<file path="config.mk">
export PLATFORM = sky130hd
export DESIGN_NAME = strscan_engine
export DESIGN_NICKNAME = d
export VERILOG_FILES = /design/src/rtl/strscan_pkg.sv /design/src/rtl/strscan_lane_detect.sv /design/src/rtl/strscan_byte_pick.sv /design/src/rtl/strscan_count_step.sv /design/src/rtl/strscan_engine.sv
export SDC_FILE = /design/constraint.sdc
export NUM_CORES = 1
export LEC_CHECK = 0
export BUFFER_PORTS_ARGS = -buffer_cell sky130_fd_sc_hd__buf_2
export CAP_MARGIN = 20
export CORE_MARGIN = 4
export CORE_UTILIZATION = 60
export CTS_BUF_LIST = sky130_fd_sc_hd__clkbuf_4 sky130_fd_sc_hd__clkbuf_8
export DETAILED_ROUTE_END_ITERATION = 6
export GPL_TIMING_DRIVEN = 0
export MAX_ROUTING_LAYER = met4
export PLACE_DENSITY_LB_ADDON = 0.1
export SLEW_MARGIN = 5
export SYNTH_ARGS = -nofsm -noshare
export SYNTH_HDL_FRONTEND = slang
export SYNTH_SLANG_ARGS = --single-unit
</file>
<file path="constraint.sdc">
create_clock -name clk -period 5.65 [get_ports clk]
set_input_delay 0.565 -clock clk [delete_from_list [all_inputs] [get_ports clk]]
set_output_delay 0.565 -clock clk [all_outputs]
set_load 0.05 [all_outputs]
</file>
<file path="src/rtl/strscan_pkg.sv">
`timescale 1ns/1ps
package strscan_pkg;
   typedef enum logic [1:0] {
      SCAN_IDLE = 2'd0,
      SCAN_BYTE = 2'd1,
      SCAN_WORD = 2'd2
   } scan_state_e;

   localparam int RES_W = 32;
   localparam logic [RES_W-1:0] CODE_NULL_PTR  = 32'hFFFF_FFF0;
   localparam logic [RES_W-1:0] CODE_MISALIGN  = 32'hFFFF_FFFF;
endpackage

</file>
<file path="src/rtl/strscan_lane_detect.sv">
`timescale 1ns/1ps
// Per-lane zero detectors followed by a lowest-lane-first priority encoder.
module strscan_lane_detect #(
   parameter int LANES = 4,
   localparam int SEL_W = $clog2(LANES)
) (
   input  logic [LANES*8-1:0] word_i,
   output logic               any_zero_o,
   output logic [SEL_W-1:0]   first_idx_o
);
   logic [LANES-1:0] lane_zero;
   logic [LANES:0]   lower_hit;
   logic [LANES-1:0] first_oh;

   assign lower_hit[0] = 1'b0;

   for (genvar g = 0; g < LANES; g++) begin : g_lane
      // eight-input NOR per lane
      assign lane_zero[g]   = ~|word_i[g*8 +: 8];
      assign first_oh[g]    = lane_zero[g] & ~lower_hit[g];
      assign lower_hit[g+1] = lower_hit[g] | lane_zero[g];
   end

   assign any_zero_o = lower_hit[LANES];

   always_comb begin
      first_idx_o = '0;
      for (int i = 0; i < LANES; i++) begin
         if (first_oh[i]) first_idx_o = first_idx_o | SEL_W'(i);
      end
   end
endmodule

</file>
<file path="src/rtl/strscan_byte_pick.sv">
`timescale 1ns/1ps
// Selects one byte lane of a returned word by the low address bits.
module strscan_byte_pick #(
   parameter int LANES = 4,
   localparam int SEL_W = $clog2(LANES)
) (
   input  logic [LANES*8-1:0] word_i,
   input  logic [SEL_W-1:0]   sel_i,
   output logic [7:0]         byte_o
);
   logic [7:0] lane_b [LANES];

   for (genvar g = 0; g < LANES; g++) begin : g_split
      assign lane_b[g] = word_i[g*8 +: 8];
   end

   assign byte_o = lane_b[sel_i];
endmodule

</file>
<file path="src/rtl/strscan_count_step.sv">
`timescale 1ns/1ps
// Count arithmetic for one word: final length on a hit, step and cap test on a miss.
module strscan_count_step #(
   parameter int LANES   = 4,
   parameter int CNT_W   = 17,
   parameter int LEN_CAP = 65280,
   localparam int SEL_W = $clog2(LANES)
) (
   input  logic [CNT_W-1:0] cnt_i,
   input  logic [SEL_W-1:0] idx_i,
   output logic [CNT_W-1:0] hit_len_o,
   output logic [CNT_W-1:0] step_o,
   output logic             at_cap_o
);
   localparam logic [CNT_W-1:0] CAP_C  = CNT_W'(LEN_CAP);
   localparam logic [CNT_W-1:0] STEP_C = CNT_W'(LANES);

   assign hit_len_o = cnt_i + {{(CNT_W-SEL_W){1'b0}}, idx_i};
   assign step_o    = cnt_i + STEP_C;
   assign at_cap_o  = (step_o >= CAP_C);
endmodule

</file>
<file path="src/rtl/strscan_engine.sv">
`timescale 1ns/1ps
module strscan_engine #(
   parameter int ADDR_W  = 32,
   parameter int DATA_W  = 32,
   parameter int CNT_W   = 17,
   parameter int LEN_CAP = 65280
) (
   input  logic              clk,
   input  logic              rst_n,
   input  logic              start_i,
   input  logic [ADDR_W-1:0] addr_i,
   input  logic              strict_i,
   output logic              busy_o,
   output logic              done_o,
   output logic [31:0]       result_o,
   output logic              rd_req_o,
   output logic [ADDR_W-1:0] rd_addr_o,
   output logic              rd_word_o,
   input  logic [DATA_W-1:0] rd_data_i,
   input  logic              rd_ack_i
);
   import strscan_pkg::*;

   localparam int LANES = DATA_W / 8;
   localparam int SEL_W = $clog2(LANES);
   localparam logic [RES_W-1:0] CAP_RES = RES_W'(LEN_CAP);

   // elaboration-time parameter checks
   if ((DATA_W % 8) != 0 || LANES < 2 || (LANES & (LANES - 1)) != 0) begin : g_bad_data
      $error("DATA_W must be a power-of-two number of bytes, at least two");
   end
   if (CNT_W > RES_W || (LEN_CAP + LANES) >= (2 ** CNT_W)) begin : g_bad_cnt
      $error("CNT_W must hold LEN_CAP plus one word and fit the result");
   end
   if (ADDR_W < SEL_W + 1) begin : g_bad_addr
      $error("ADDR_W too small");
   end

   scan_state_e       state_q;
   logic [ADDR_W-1:0] addr_q;
   logic [CNT_W-1:0]  cnt_q;
   logic [RES_W-1:0]  result_q;
   logic              done_q;

   logic              any_zero;
   logic [SEL_W-1:0]  first_idx;
   logic [7:0]        picked_byte;
   logic [CNT_W-1:0]  hit_len;
   logic [CNT_W-1:0]  step_cnt;
   logic              at_cap;
   logic              start_unaligned;
   logic              last_byte_lane;

   strscan_lane_detect #(.LANES(LANES)) u_detect (
      .word_i      (rd_data_i),
      .any_zero_o  (any_zero),
      .first_idx_o (first_idx)
   );

   strscan_byte_pick #(.LANES(LANES)) u_pick (
      .word_i (rd_data_i),
      .sel_i  (addr_q[SEL_W-1:0]),
      .byte_o (picked_byte)
   );

   strscan_count_step #(.LANES(LANES), .CNT_W(CNT_W), .LEN_CAP(LEN_CAP)) u_step (
      .cnt_i     (cnt_q),
      .idx_i     (first_idx),
      .hit_len_o (hit_len),
      .step_o    (step_cnt),
      .at_cap_o  (at_cap)
   );

   assign start_unaligned = |addr_i[SEL_W-1:0];
   assign last_byte_lane  = (addr_q[SEL_W-1:0] == SEL_W'(LANES - 1));

   always_ff @(posedge clk or negedge rst_n) begin
      if (!rst_n) begin
         state_q  <= SCAN_IDLE;
         addr_q   <= '0;
         cnt_q    <= '0;
         result_q <= '0;
         done_q   <= 1'b0;
      end else begin
         done_q <= 1'b0;
         unique case (state_q)
            SCAN_IDLE: begin
               if (start_i) begin
                  if (addr_i == '0) begin
                     result_q <= CODE_NULL_PTR;
                     done_q   <= 1'b1;
                  end else if (strict_i && start_unaligned) begin
                     result_q <= CODE_MISALIGN;
                     done_q   <= 1'b1;
                  end else begin
                     addr_q  <= addr_i;
                     cnt_q   <= '0;
                     state_q <= start_unaligned ? SCAN_BYTE : SCAN_WORD;
                  end
               end
            end
            SCAN_BYTE: begin
               if (rd_ack_i) begin
                  if (picked_byte == 8'h00) begin
                     result_q <= RES_W'(cnt_q);
                     done_q   <= 1'b1;
                     state_q  <= SCAN_IDLE;
                  end else begin
                     cnt_q  <= cnt_q + CNT_W'(1);
                     addr_q <= addr_q + ADDR_W'(1);
                     if (last_byte_lane) state_q <= SCAN_WORD;
                  end
               end
            end
            SCAN_WORD: begin
               if (rd_ack_i) begin
                  if (any_zero) begin
                     result_q <= RES_W'(hit_len);
                     done_q   <= 1'b1;
                     state_q  <= SCAN_IDLE;
                  end else if (at_cap) begin
                     result_q <= CAP_RES;
                     done_q   <= 1'b1;
                     state_q  <= SCAN_IDLE;
                  end else begin
                     cnt_q  <= step_cnt;
                     addr_q <= addr_q + ADDR_W'(LANES);
                  end
               end
            end
            default: state_q <= SCAN_IDLE;
         endcase
      end
   end

   assign busy_o    = (state_q != SCAN_IDLE);
   assign rd_req_o  = (state_q == SCAN_BYTE) || (state_q == SCAN_WORD);
   assign rd_word_o = (state_q == SCAN_WORD);
   assign rd_addr_o = addr_q;
   assign done_o    = done_q;
   assign result_o  = result_q;

   // ---------------- assertions ----------------
   AST_NULL_NO_READ: assert property (@(posedge clk) disable iff (!rst_n)
      (!busy_o && start_i && addr_i == '0) |=> (done_o && !rd_req_o && result_o == CODE_NULL_PTR));
   AST_MISALIGN_REJECT: assert property (@(posedge clk) disable iff (!rst_n)
      (!busy_o && start_i && strict_i && addr_i != '0 && start_unaligned)
      |=> (done_o && !rd_req_o && result_o == CODE_MISALIGN));
   AST_BYTE_UNALIGNED: assert property (@(posedge clk) disable iff (!rst_n)
      (rd_req_o && !rd_word_o) |-> (rd_addr_o[SEL_W-1:0] != '0));
   AST_WORD_ALIGNED: assert property (@(posedge clk) disable iff (!rst_n)
      (rd_req_o && rd_word_o) |-> (rd_addr_o[SEL_W-1:0] == '0));
   AST_REQ_HOLD: assert property (@(posedge clk) disable iff (!rst_n)
      (rd_req_o && !rd_ack_i) |=> (rd_req_o && $stable(rd_addr_o) && $stable(rd_word_o)));
   AST_START_IGNORED: assert property (@(posedge clk) disable iff (!rst_n)
      (busy_o && start_i && !rd_ack_i) |=> (busy_o && $stable(rd_addr_o) && !done_o));
   AST_RESULT_HOLD: assert property (@(posedge clk) disable iff (!rst_n)
      (!busy_o && !start_i) |=> $stable(result_o));
   AST_DONE_IDLE: assert property (@(posedge clk) disable iff (!rst_n)
      done_o |-> !busy_o);
   AST_NO_OVER_CAP: assert property (@(posedge clk) disable iff (!rst_n)
      (done_o && result_o < CODE_NULL_PTR) |-> (result_o <= CAP_RES));
endmodule

</file>
==> metrics.md <==
| Metric | Value |
|---|---|
| PwrDens | `706 nW/um2` |
| Initial Util | `62.6%` |
| ANT nets after route | `0` |
| Synth unique cells | `73` |
| Place WS | `1.90 ns` |
| Initial DRC Count | `804` |
| Synthesis-stage register bit count | `70` |
| Critical path type | `reg -> reg` |
| Asr flop ratio synth | `100%` |
| Slew @ Worst Pin | `0.966 ns` |
| Gr usage total | `38.0%` |
| CP max FO | `10` |
| Final setup vio count | `0` |
| Leakage power | `2.80 nW` |
| H-Tree Depth | `3` |
| Worst Hold Class | `in -> async` |
| Syn Std Cell Area | `5540 um2` |
| First-pass GRT wire length | `32.7 mm` |
| CTS buffer count | `9` |
| Flop2flop setup slack | `1.68 ns` |
| Final Max Tran Viols | `0` |
| Count of input and output buffers | `136` |
| Critical path startpoint category | `flip-flop` |
| Total grt overflow | `0` |
| GPL Wtd Cong | `0.990` |
| Via Count | `6615` |
| Most instantiated library cell after synthesis | `dfrtp_1` |
| Vias in the first global route | `6413` |
| Final setup TNS | `0 ns` |
| TritonCTS Sinks | `70` |
| Setup repair bufs after CTS | `0` |
| Post-CTS resize count | `0` |
| Maximum buffer depth of the clock tree | `2` |
| Clock slew seen by the registers of the worst setup and hold paths | `0.09 ns` |
| Outcome | `completed` |
| Wire per inst | `22.0 um` |
| Critical Path RT | `5.87 ns` |
| Final Net Count | `917` |
| Fin util | `74.9%` |
| Largest cells by area after synthesis | `dfrtp_1 (32%), a21oi_1 (5.7%), nand2_1 (4.5%), o21ai_0 (4.1%), mux2_2 (3.5%)` |
| Clock Skews | `0.0152 ns` |
| Worst slew margin | `35.0%` |
| Via density per instance | `6.98` |
| RSZ-0062 raised after global routing | `no` |
| Top-area cell type share of the netlist area | `31.6%` |
| Post-synthesis cell count | `687` |
| Die area | `10800 um2` |
| Setup ws final | `1.68 ns` |
| Synth Area per Inst | `8.06 um2` |
| Cts hold-fix bufs | `0` |
| Post-DP Area | `6380 um2` |
| Diode count | `0` |
| Clk_lat worst skew | `0.36 ns` |
| Final instance area | `6630 um2` |
| Crit share post-route | `70.3%` |
| IO Pins | `137` |
| Max-cap violations | `0` |
| Final Hold Viols | `0` |
| Layout cells sized above 1 | `24.9%` |
| Largest net degree at the start of global routing | `46` |
| Synth Net Count | `769` |
| Synth top cells by count | `dfrtp_1 (70), nand2_1 (67), a21oi_1 (63), nor2_1 (48), o21ai_0 (45)` |
| Crit path arrival time | `4.19 ns` |
| CP endpoint kind | `flip-flop` |
| Clock Root Buffer | `clkbuf_8` |
| Peak VDD IR | `446 uV` |
| Post-Route WL | `20.9 mm` |
| DR pass1 iterations | `6` |
| CTS tree | `done` |
| Fin crit period | `3.97 ns` |
| Yosys warning total | `0` |
| CORE AREA | `8850 um2` |
| Post-synth top flop | `dfrtp_1` |
| Register area share after synthesis | `31.6%` |
| DR DRC count | `0` |
| Fmax | `252 MHz` |
| DPL Wire Length | `15.2 mm` |
| Dominant cell type by area after synthesis | `dfrtp_1` |
| Post-synth EDFFs | `0` |
| Die width | `104 um` |
| Initial antenna violation count | `0` |
| Area grow syn2layout | `19.6%` |
| DIE HEIGHT | `104 um` |
| Row cnt | `34` |
-- cell type report --
type	count	area (um2)
timing repair buffer	137	711
clock inverter	4	76.3
inverter	18	67.6
tap	108	135
fill	695	2220
sequential	70	1750
clock buffer	12	165
buffer	65	323
multi-input combinational	534	3400
-- layout by cell type, fill, tap and decap left out, types with 6 or more instances in the layout --
| cell type | instances |
|---|---|
| a21oi_1 | 63 |
| a31oi_1 | 25 |
| a41oi_1 | 6 |
| and2_1 | 14 |
| and3_1 | 6 |
| buf_2 | 143 |
| buf_4 | 17 |
| clkbuf_1 | 38 |
| clkbuf_8 | 12 |
| dfrtp_1 | 70 |
| ha_1 | 12 |
| inv_1 | 18 |
| mux2_1 | 13 |
| mux2_2 | 17 |
| mux2i_1 | 6 |
| nand2_1 | 67 |
| nand3_1 | 38 |
| nand4_1 | 20 |
| nor2_1 | 48 |
| nor3_1 | 16 |
| nor4_1 | 21 |
| o21ai_0 | 45 |
| o2bb2ai_1 | 12 |
| o31ai_1 | 6 |
| xnor2_1 | 8 |
-- metal layers --
metal	vias up	wire, um	global-route usage (%)
met1	3082	7530	46.7
li1	2874	-	-
met2	541	9930	62.1
met5	-	0	-
met3	118	2410	5.21
met4	0	1030	18.2
-- stage by stage --
| stage | power (mW) | hold slack (ns) | cells |
|---|---|---|---|
| 2_1_floorplan | 3.19 | 0.269 | 687 |
| 3_3_place_gp | 3.99 | 0.464 | 931 |
| 3_5_place_dp | 4.08 | 0.471 | 932 |
| 4_1_cts | 4.58 | 0.123 | 948 |
| 5_1_grt | 4.87 | 0.137 | 948 |
| 6_report | 4.68 | 0.110 | 948 |
-- registers in the layout, indices dropped and copies added (netlist names) --
signal / count
done_o: 1
result_o: 18
rd_addr_o: 32
state_q: 2
cnt_q: 17
-- worst max-delay path, cell delays in order, from the launching register on --
cell and delay (ns):
dfrtp_1 0.55, ha_1 0.22, clkbuf_2 0.19, nand2_2 0.17, nor4_2 0.68, xnor2_1 0.21, nand2_1 0.11, o21ai_2 0.40
and2_1 0.18, buf_2 0.31, buf_2 0.35, buf_2 0.34, a21oi_1 0.11
-- where the power goes --
group	switching [mW]	internal, mW	leakage, nW
combinational	2.29	0.926	1.82
sequential	0.252	0.707	0.865
clock	0.215	0.287	0.119
-- path summary, 6_finish.rpt --
check                                   startpoint                       to  cells after the start
hold / removal                               rst_n  result_o[2]$_DFFE_PN0P_                      1
min in group clk                           start_i         done_o$_DFF_PN0_                      3
setup reg to reg              cnt_q[3]$_DFFE_PN0P_    cnt_q[14]$_DFFE_PN0P_                     12
hold reg to reg            result_o[0]$_DFFE_PN0P_  result_o[0]$_DFFE_PN0P_                      1
setup / recovery              cnt_q[3]$_DFFE_PN0P_    cnt_q[14]$_DFFE_PN0P_                     12
max in group asynchronous                    rst_n   state_q[0]$_DFFE_PN0P_                      2
-- logic make-up after synthesis --
| group | count (synthesis) | synth area share (%) |
|---|---|---|
| DFF | 70 | 31.6 |
| adders and majority gates | 13 | 3.07 |
| xor gates and xnor gates | 13 | 2.06 |
| muxes | 36 | 7.18 |
| AOI/OAI and AO/OA | 212 | 25.1 |
| buffers and inverters | 83 | 7.05 |
| and+or+nand+nor | 260 | 24.0 |
(Power assumes the default switching activity.)
